$ cat src/rtl/pll_handover_pkg.sv
// Shared types for the PLL handover timer.
// Assumes nothing beyond IEEE 1800-2017 enum support.
package pll_handover_pkg;

    // Control phase: no defect, defect being measured, hold-off counting.
    typedef enum logic [1:0] {
        PH_IDLE   = 2'd0,
        PH_DEFECT = 2'd1,
        PH_HOLD   = 2'd2
    } phase_e;

endpackage

$ cat src/rtl/defect_width_meter.sv
// Counts the frames on which a defect was seen and flags a long defect.
// Assumes start_i and inc_i are never high together; start_i restarts at one.
module defect_width_meter #(
    parameter int unsigned LONG_THRESH = 12
) (
    input  logic clk,
    input  logic rst_n,
    input  logic start_i,
    input  logic inc_i,
    output logic long_o
);
    localparam int unsigned CW = $clog2(LONG_THRESH + 1);
    localparam logic [CW-1:0] SAT = CW'(LONG_THRESH);

    logic [CW-1:0] cnt_q;

    // Width count: restart, saturating increment, or hold.
    always_ff @(posedge clk) begin
        if (!rst_n)           cnt_q <= '0;
        else if (start_i)     cnt_q <= CW'(1);
        else if (inc_i && cnt_q != SAT) cnt_q <= cnt_q + 1'b1;
    end

    assign long_o = (cnt_q >= SAT);

    a_r4_increment: assert property (@(posedge clk) disable iff (!rst_n)
        (inc_i && !start_i && cnt_q < SAT) |=> cnt_q == $past(cnt_q) + 1'b1);
    a_r4_no_overflow: assert property (@(posedge clk) disable iff (!rst_n)
        (inc_i && cnt_q == SAT) |=> cnt_q == SAT);
    a_r8_restart: assert property (@(posedge clk) disable iff (!rst_n)
        start_i |=> cnt_q == CW'(1));
endmodule

$ cat src/rtl/holdoff_timer.sv
// Down-counter for the post-defect hold-off, in frames.
// Assumes load_val_i is between 1 and HOLD_MAX and that dec_i is used only while the count is nonzero.
module holdoff_timer #(
    parameter int unsigned HOLD_MAX = 16,
    localparam int unsigned HW = $clog2(HOLD_MAX + 1)
) (
    input  logic          clk,
    input  logic          rst_n,
    input  logic          load_i,
    input  logic [HW-1:0] load_val_i,
    input  logic          dec_i,
    input  logic          clear_i,
    output logic          last_o
);
    logic [HW-1:0] remain_q;

    // Remaining frames: load on fall, clear on new defect, count down per strobe.
    always_ff @(posedge clk) begin
        if (!rst_n)                       remain_q <= '0;
        else if (clear_i)                 remain_q <= '0;
        else if (load_i)                  remain_q <= load_val_i;
        else if (dec_i && remain_q != '0) remain_q <= remain_q - 1'b1;
    end

    assign last_o = (remain_q == HW'(1));

    a_r5_load: assert property (@(posedge clk) disable iff (!rst_n)
        (load_i && !clear_i) |=> remain_q == $past(load_val_i));
    a_r6_bounded: assert property (@(posedge clk) disable iff (!rst_n)
        remain_q <= HW'(HOLD_MAX));
    a_r8_cancel: assert property (@(posedge clk) disable iff (!rst_n)
        clear_i |=> remain_q == '0);
endmodule

$ cat src/rtl/pll_handover_timer.sv
// Decides when clock recovery returns from the digital PLL to the analog PLL.
// Assumes frame_tick is a single-cycle strobe; inputs are used only when it is high.
module pll_handover_timer #(
    parameter int unsigned LONG_THRESH = 12,
    parameter int unsigned SHORT_HOLD  = 8,
    parameter int unsigned LONG_HOLD   = 16
) (
    input  logic clk,
    input  logic rst_n,
    input  logic frame_tick,
    input  logic defect_in,
    input  logic narrow_range,
    output logic dpll_active
);
    import pll_handover_pkg::*;

    localparam int unsigned HW = $clog2(LONG_HOLD + 1);
    localparam logic [HW-1:0] H_SW = HW'(SHORT_HOLD);
    localparam logic [HW-1:0] H_LW = HW'(LONG_HOLD);
    localparam logic [HW-1:0] H_SN = HW'(SHORT_HOLD / 2);
    localparam logic [HW-1:0] H_LN = HW'(LONG_HOLD / 2);

    phase_e        phase_q, phase_d;
    logic          w_start, w_inc, w_long;
    logic          h_load, h_dec, h_clear, h_last;
    logic [HW-1:0] h_val;

    // Next-phase and counter-control decode, acting on frame strobes only.
    always_comb begin
        phase_d = phase_q;
        w_start = 1'b0;
        w_inc   = 1'b0;
        h_load  = 1'b0;
        h_dec   = 1'b0;
        h_clear = 1'b0;
        if (frame_tick) begin
            unique case (phase_q)
                PH_IDLE: if (defect_in) begin
                    phase_d = PH_DEFECT;
                    w_start = 1'b1;
                end
                PH_DEFECT: if (defect_in) begin
                    w_inc = 1'b1;
                end else begin
                    phase_d = PH_HOLD;
                    h_load  = 1'b1;
                end
                PH_HOLD: if (defect_in) begin
                    phase_d = PH_DEFECT;
                    w_start = 1'b1;
                    h_clear = 1'b1;
                end else if (h_last) begin
                    phase_d = PH_IDLE;
                end else begin
                    h_dec = 1'b1;
                end
                default: phase_d = PH_IDLE;
            endcase
        end
    end

    // Hold-off length chosen from the measured width and the range input.
    always_comb begin
        unique case ({narrow_range, w_long})
            2'b00:   h_val = H_SW;
            2'b01:   h_val = H_LW;
            2'b10:   h_val = H_SN;
            default: h_val = H_LN;
        endcase
    end

    // Phase register.
    always_ff @(posedge clk) begin
        if (!rst_n) phase_q <= PH_IDLE;
        else        phase_q <= phase_d;
    end

    assign dpll_active = (phase_q != PH_IDLE);

    defect_width_meter #(.LONG_THRESH(LONG_THRESH)) u_width (
        .clk     (clk),
        .rst_n   (rst_n),
        .start_i (w_start),
        .inc_i   (w_inc),
        .long_o  (w_long)
    );

    holdoff_timer #(.HOLD_MAX(LONG_HOLD)) u_hold (
        .clk        (clk),
        .rst_n      (rst_n),
        .load_i     (h_load),
        .load_val_i (h_val),
        .dec_i      (h_dec),
        .clear_i    (h_clear),
        .last_o     (h_last)
    );

    a_r1_reset: assert property (@(posedge clk)
        !rst_n |=> !dpll_active);
    a_r3_enter: assert property (@(posedge clk) disable iff (!rst_n)
        (frame_tick && defect_in) |=> dpll_active);
    a_r9_tick_only: assert property (@(posedge clk) disable iff (!rst_n)
        ($past(rst_n) && dpll_active != $past(dpll_active)) |-> $past(frame_tick));
    a_r8_stay_on: assert property (@(posedge clk) disable iff (!rst_n)
        (phase_q == PH_HOLD && frame_tick && defect_in) |=> phase_q == PH_DEFECT);
    a_r5_expire: assert property (@(posedge clk) disable iff (!rst_n)
        (phase_q == PH_HOLD && frame_tick && !defect_in && h_last) |=> !dpll_active);
endmodule

$ cat config.mk
export PLATFORM = sky130hd
export DESIGN_NAME = pll_handover_timer
export DESIGN_NICKNAME = d
export VERILOG_FILES = /design/src/rtl/pll_handover_pkg.sv /design/src/rtl/defect_width_meter.sv /design/src/rtl/holdoff_timer.sv /design/src/rtl/pll_handover_timer.sv
export SDC_FILE = /design/constraint.sdc
export NUM_CORES = 1
export LEC_CHECK = 0
export BUFFER_PORTS_ARGS = -buffer_cell sky130_fd_sc_hd__buf_2
export CAP_MARGIN = 20
export CORE_MARGIN = 1
export CORE_UTILIZATION = 44
export CTS_CLUSTER_DIAMETER = 80
export DETAILED_ROUTE_END_ITERATION = 10
export PLACE_DENSITY = 0.71
export SLEW_MARGIN = 40
export SYNTH_ARGS = -nofsm -noshare
export SYNTH_HDL_FRONTEND = slang
export SYNTH_SLANG_ARGS = --single-unit
$ cat constraint.sdc
create_clock -name clk -period 4.4 [get_ports clk]
set_input_delay 0.22 -clock clk [delete_from_list [all_inputs] [get_ports clk]]
set_output_delay 0.22 -clock clk [all_outputs]
set_load 0.01 [all_outputs]
[Yosys cells after proc, flatten, opt, wreduce, memory -nomap -nowiden]
Index checks and enable logic that the tools add are counted.
Cells by class
  equal/unequal tests: 9
  shift operators: 0
  bitwise gates (word level): 1
  $lt $le $gt $ge: 1
  multiply operators: 0
  mux-type cells: 24
  add/subtract/negate cells: 2
  reduce and logical (&&, ||, !) cells: 11
  div/mod/pow operators: 0
Operators with widths (number)
  1-bit 2-to-1 mux: 16
  5-bit 2-to-1 mux: 2
  5-bit one-hot mux with 2 select lines: 1
  2-bit 2-to-1 mux: 4
  2-bit one-hot mux with 3 select lines: 1
  2-bit nonzero test: 3
  2-bit OR reduction: 3
  5-bit by 1-bit == test with 1-bit output (second input constant): 1
  5-bit nonzero test: 1
  5-bit by 1-bit subtractor with 5-bit output (second input constant): 1
  4-bit by 1-bit adder with 4-bit output (second input constant): 1
  2-bit by 1-bit == test with 1-bit output (second input constant): 2
  2-bit == test (second input constant): 2
  4-bit greater-or-equal comparator (second input constant): 1
  2-bit != test (second input constant): 2
  4-bit != test (second input constant): 1
  4-bit AND reduction: 1
  3-bit != test (second input constant): 1
  1-bit logical AND: 2
  2-bit logical NOT: 1
  1-bit NOT: 1
Word-level totals
  RAM bits: 0
  ROM bits: 0
  bits in latches: 0
  logic and storage cells: 52
  bits in registers: 11
  memories: 0
  output and inout bits: 1
  bits of input ports: 5

[Depth between registers and ports, before layout]
  depth in word-level cells: 8
  depth in mapped cells: 7
  gate-level depth less buffers: 7

[Cells and area by module]
From an unflattened synthesis, not the netlist that was laid out.
Second synthesis, totals
  cells, all modules: 86
  area total of the unflattened synthesis: 715.7 um^2
By module, submodules not included
  holdoff_timer: sequential area each 100.1 um^2, area an instance 321.6 um^2, times used 1, cells an instance 39
  defect_width_meter: sequential area each 80.1 um^2, area an instance 219.0 um^2, times used 1, cells an instance 25
  pll_handover_timer: sequential area each 40.0 um^2, area an instance 175.2 um^2, times used 1, cells an instance 22

[Worst setup path after synthesis]
OpenSTA, ideal clock, no wires.
  path type: flip-flop to flip-flop
  start point: reg phase_q[0]
  end point: reg u_hold.remain_q[4]
  stages on the path, launching flop included: 5
  data arrival time: 1.353 ns
  clock period less this slack: 1.471 ns
  slack: 2.929 ns
  data required time: 4.283 ns
  cell sequence: dfxtp_1 -> clkbuf_2 -> or4b_4 -> and3_4 -> a32o_1
On the way
  word-level cells in the longest chain between the ends: 5
  elaborated cells on any way between the ends: 12
  those cells by class: 2 x eq/ne; 7 x mux; 3 x reduce/logical
Ends and longest elaborated chain
  from (decl): RTL line pll_handover_timer.sv:23  | phase_e phase_q, phase_d;
  from (signal assigned): RTL line pll_handover_timer.sv:75  | else phase_q <= phase_d;
  2-bit == test: RTL line pll_handover_timer.sv:37  | unique case (phase_q)
  1-bit 2-to-1 mux: RTL line pll_handover_timer.sv:37
  1-bit 2-to-1 mux: RTL line pll_handover_timer.sv:36  | if (frame_tick) begin
  1-bit logical AND: RTL line holdoff_timer.sv:22  | else if (dec_i && remain_q != '0) remain_q <= remain_q - 1'b1;
  2-bit nonzero test (no line)
  to (signal assigned): RTL line holdoff_timer.sv:21  | else if (load_i) remain_q <= load_val_i;
  to (signal assigned): RTL line holdoff_timer.sv:22
  to (decl): RTL line holdoff_timer.sv:15  | logic [HW-1:0] remain_q;
Parallel ways exist; a longest one is shown, timed or not.
A chain may end at the register's enable or synchronous reset.

[Worst setup path in the final report]
  start point: reg phase_q[1]
  end point: reg u_hold.remain_q[4]
Same word-level chain as after synthesis.

==> flow_metrics.py <==
metrics = {
    "cts": {
        "root_buffer": "clkbuf_4",
        "postCtsSetupBuffers": 0,
        "hold_buffers": 0,
        "cts_buffers": 3,
        "cts_resized": 0,
        "cts_tree": "yes",
        "clock_sinks": 11,
        "path_clk_slew_ps": 70,
        "cts_htree_levels": 1,
        "clk_latency_ps": 270,
        "clockBufferDepth": 2,
    },
    "sta": {
        "period_share_pct": 36.6,
        "worst_slew_pin_slew_ps": 385,
        "drv_slew": 0,
        "setup_tns_ps": 0,
        "holdWs_ps": 204,
        "max_freq_ghz": 0.622,
        "period_minus_slack_ps": 1610,
        "clock_skew_ps": 3.35,
        "rsz0062_at_grt": "no",
        "setup_viol": 0,
        "slew_headroom_pct": 74.2,
        "hold_viol": 0,
        "setup_slack_ps": 2790,
    },
    "logic_synthesis": {
        "synth_cells": 83,
        "ys_ff_latch": 11,
        "syn_nets": 94,
        "syn_area_per_cell_um2": 8.37,
        "yosysWarnings": 0,
        "yosysSeqAreaShare_pct": 31.7,
        "syn-cell-area_um2": 694,
        "ys_types": 33,
    },
    "detailed_routing": {
        "firstDrtPassIters": 4,
        "wl_per_cell_um": 11.8,
        "via_per_inst": 5.82,
        "vias": 611,
        "drc": 0,
        "drt-initial-drc-count": 10,
        "final_antenna_net_count": 0,
        "routed_wl_um": 1240,
    },
    "global_route": {
        "grt_pass1_vias": 505,
        "grt_overflow": 0,
        "grt_max_degree": 12,
        "grt_usage_pct": 15.1,
        "grt_pass1_wl_um": 2060,
        "antenna_found_initial": 0,
    },
    "cells_and_area": {
        "fin_cells": 105,
        "syn_to_final_growth_pct": 7.75,
        "multiInputGateArea_um2": 420,
        "final_nets": 102,
        "final_layout_size_suffix_gt1_share_pct": 15.6,
        "final.fill_count": 113,
        "final_area_um2": 748,
        "antennaDiodeCount": 0,
        "regArea_um2": 220,
    },
    "setup_path": {
        "arrival_ps": 1780,
        "cp-end-kind": "register",
        "cpMaxStageDelayCell": "dfxtp_1",
        "critical_path.max_fanout": 9,
        "cp-start-kind": "register",
        "required_ps": 4570,
        "cp_slowest_stage_delay_ps": 470,
        "cp-startpoint": "phase_q[1]$_SDFFE_PN0P_",
        "crit-reg2reg-launch": "phase_q[1]$_SDFFE_PN0P_",
        "cp_cell_sequence": "nand4bb_1, or2_1, or3_1, a32o_1",
        "critPathKind": "reg2reg",
    },
    "placed_design": {
        "portBuffers": 5,
        "dp_hpwl_um": 940,
        "pre_cts_ws_ps": 2790,
        "dp_cells": 101,
        "placed_cell_area_um2": 722,
        "gp_congestion": 0.783,
    },
    "job": {
        "drv_cap": 0,
    },
    "power": {
        "p_leak_nw": 0.322,
        "power_density_nw_per_um2": 257,
        "ir_drop_mv": 0.160,
    },
    "floorplanning": {
        "rows": 13,
        "core_area_um2": 1380,
        "fp.dieW_um": 41.7,
        "dieArea_um2": 1740,
        "die-height_um": 41.7,
        "start_util_pct": 50.2,
        "io_pins": 6,
    },
    "hold_path": {
        "hold_class": "in2reg",
        "worstHoldStart": "rst_n",
    },
    "run_status": {
        "status": "complete, no violations",
    },
}
placed cells by master (no fill, tap or decap), types with 2 or more instances in the layout:
cell type  netlist  final
a32o_1           2      2
nand3_1          4      4
mux2i_1          2      2
inv_1            9      9
nor3_1           2      2
o21ai_0          3      3
or2_2            2      2
buf_2            0      5
clkbuf_4         0      3
a211oi_1         3      3
nor2_1           6      6
ha_1             6      6
a21oi_1          7      7
nand2_1          6      6
dfxtp_1         11     11
worst paths after layout:
check | end | slack, ps | cells after the start
worst min register to register | u_width.cnt_q[3]$_SDFFE_PP0P_ | 510 | 2
worst max register to register | u_hold.remain_q[4]$_SDFFE_PP0P_ | 2790 | 4
worst max-delay path | u_hold.remain_q[4]$_SDFFE_PP0P_ | 2790 | 4
worst min-delay path | u_hold.remain_q[2]$_SDFFE_PP0P_ | 200 | 3
cells by family (layout without fill, tap and decap cells):
family | Yosys count | after routing | share of synthesized area [%]
AOI/OAI and AO/OA | 19 | 19 | 17.8
adders and majority gates | 6 | 6 | 10.8
xor gates and xnor gates | 2 | 2 | 2.52
DFF | 11 | 11 | 31.7
muxes | 2 | 2 | 2.88
and+or+nand+nor | 31 | 31 | 26.5
buffers and inverters | 12 | 19 | 7.75
where the power goes:
| group | leakage (nW) | internal (W) | switching (W) |
|---|---|---|---|
| registers | 0.0891 | 0.000101 | 0.00000277 |
| logic | 0.217 | 0.00000783 | 0.0000100 |
| clock network | 0.0150 | 0.0000352 | 0.0000354 |
cell usage after synthesis:
master / number / share of area [%]
nor3_1: 2 / 1.4
or3_1: 1 / 0.90
a21oi_1: 7 / 5.0
clkbuf_2: 1 / 0.72
a32o_1: 2 / 2.9
dfxtp_1: 11 / 32
nor2_1: 6 / 3.2
a21boi_0: 1 / 1.1
nand4bb_1: 1 / 1.6
mux2i_1: 2 / 2.9
and2_1: 1 / 0.90
or4b_4: 1 / 2.0
or2_1: 1 / 0.90
and3_4: 1 / 1.6
and4b_2: 1 / 1.6
or2_2: 2 / 1.8
nand2_1: 6 / 3.2
a211oi_1: 3 / 3.2
xnor2_1: 1 / 1.3
and3b_1: 1 / 1.3
nor4b_1: 1 / 1.3
buf_6: 1 / 1.6
o21ai_0: 3 / 2.2
a311oi_1: 1 / 1.3
a31oi_1: 1 / 0.90
nand4_1: 1 / 0.90
a221oi_1: 1 / 1.3
inv_1: 9 / 4.9
nand3_1: 4 / 2.9
ha_1: 6 / 11
nor4_1: 1 / 0.90
xor2_1: 1 / 1.3
inv_2: 1 / 0.54
worst max-delay path: cells and delay by family (launching register included):
family	cells	cell delay, ps
compound gates	1	260
flops	1	470
simple gates	3	780
final cells by class:
cell class	instances	share of cell area [%]
clock buffer	4	3.51
inverter	10	5.02
multi-input combinational	60	56.2
sequential	11	29.4
tap	15	2.51
timing repair buffer	5	3.34
stage by stage:
stage	utilization [%]	power, W
floorplan	-	0.000119
global placement	52.2	0.000124
detailed placement	52.2	0.000124
CTS	54.1	0.000192
global route	54.1	0.000201
finish	54.1	0.000192
registers in the layout (all words and copies together), names as in the netlist:
register / cells
u_hold.remain_q: 5
phase_q: 2
u_width.cnt_q: 4
routing by layer:
metal	share of wire, %	track usage, %	wire [um]	up-vias
met4	2.1	7.74	26	0
li1	-	-	-	314
met2	44	24.7	539	12
met1	51	18.8	633	280
met3	2.8	2.61	35	5
met5	0	0	0	-
No activity file was read; power rests on OpenSTA's default activity.
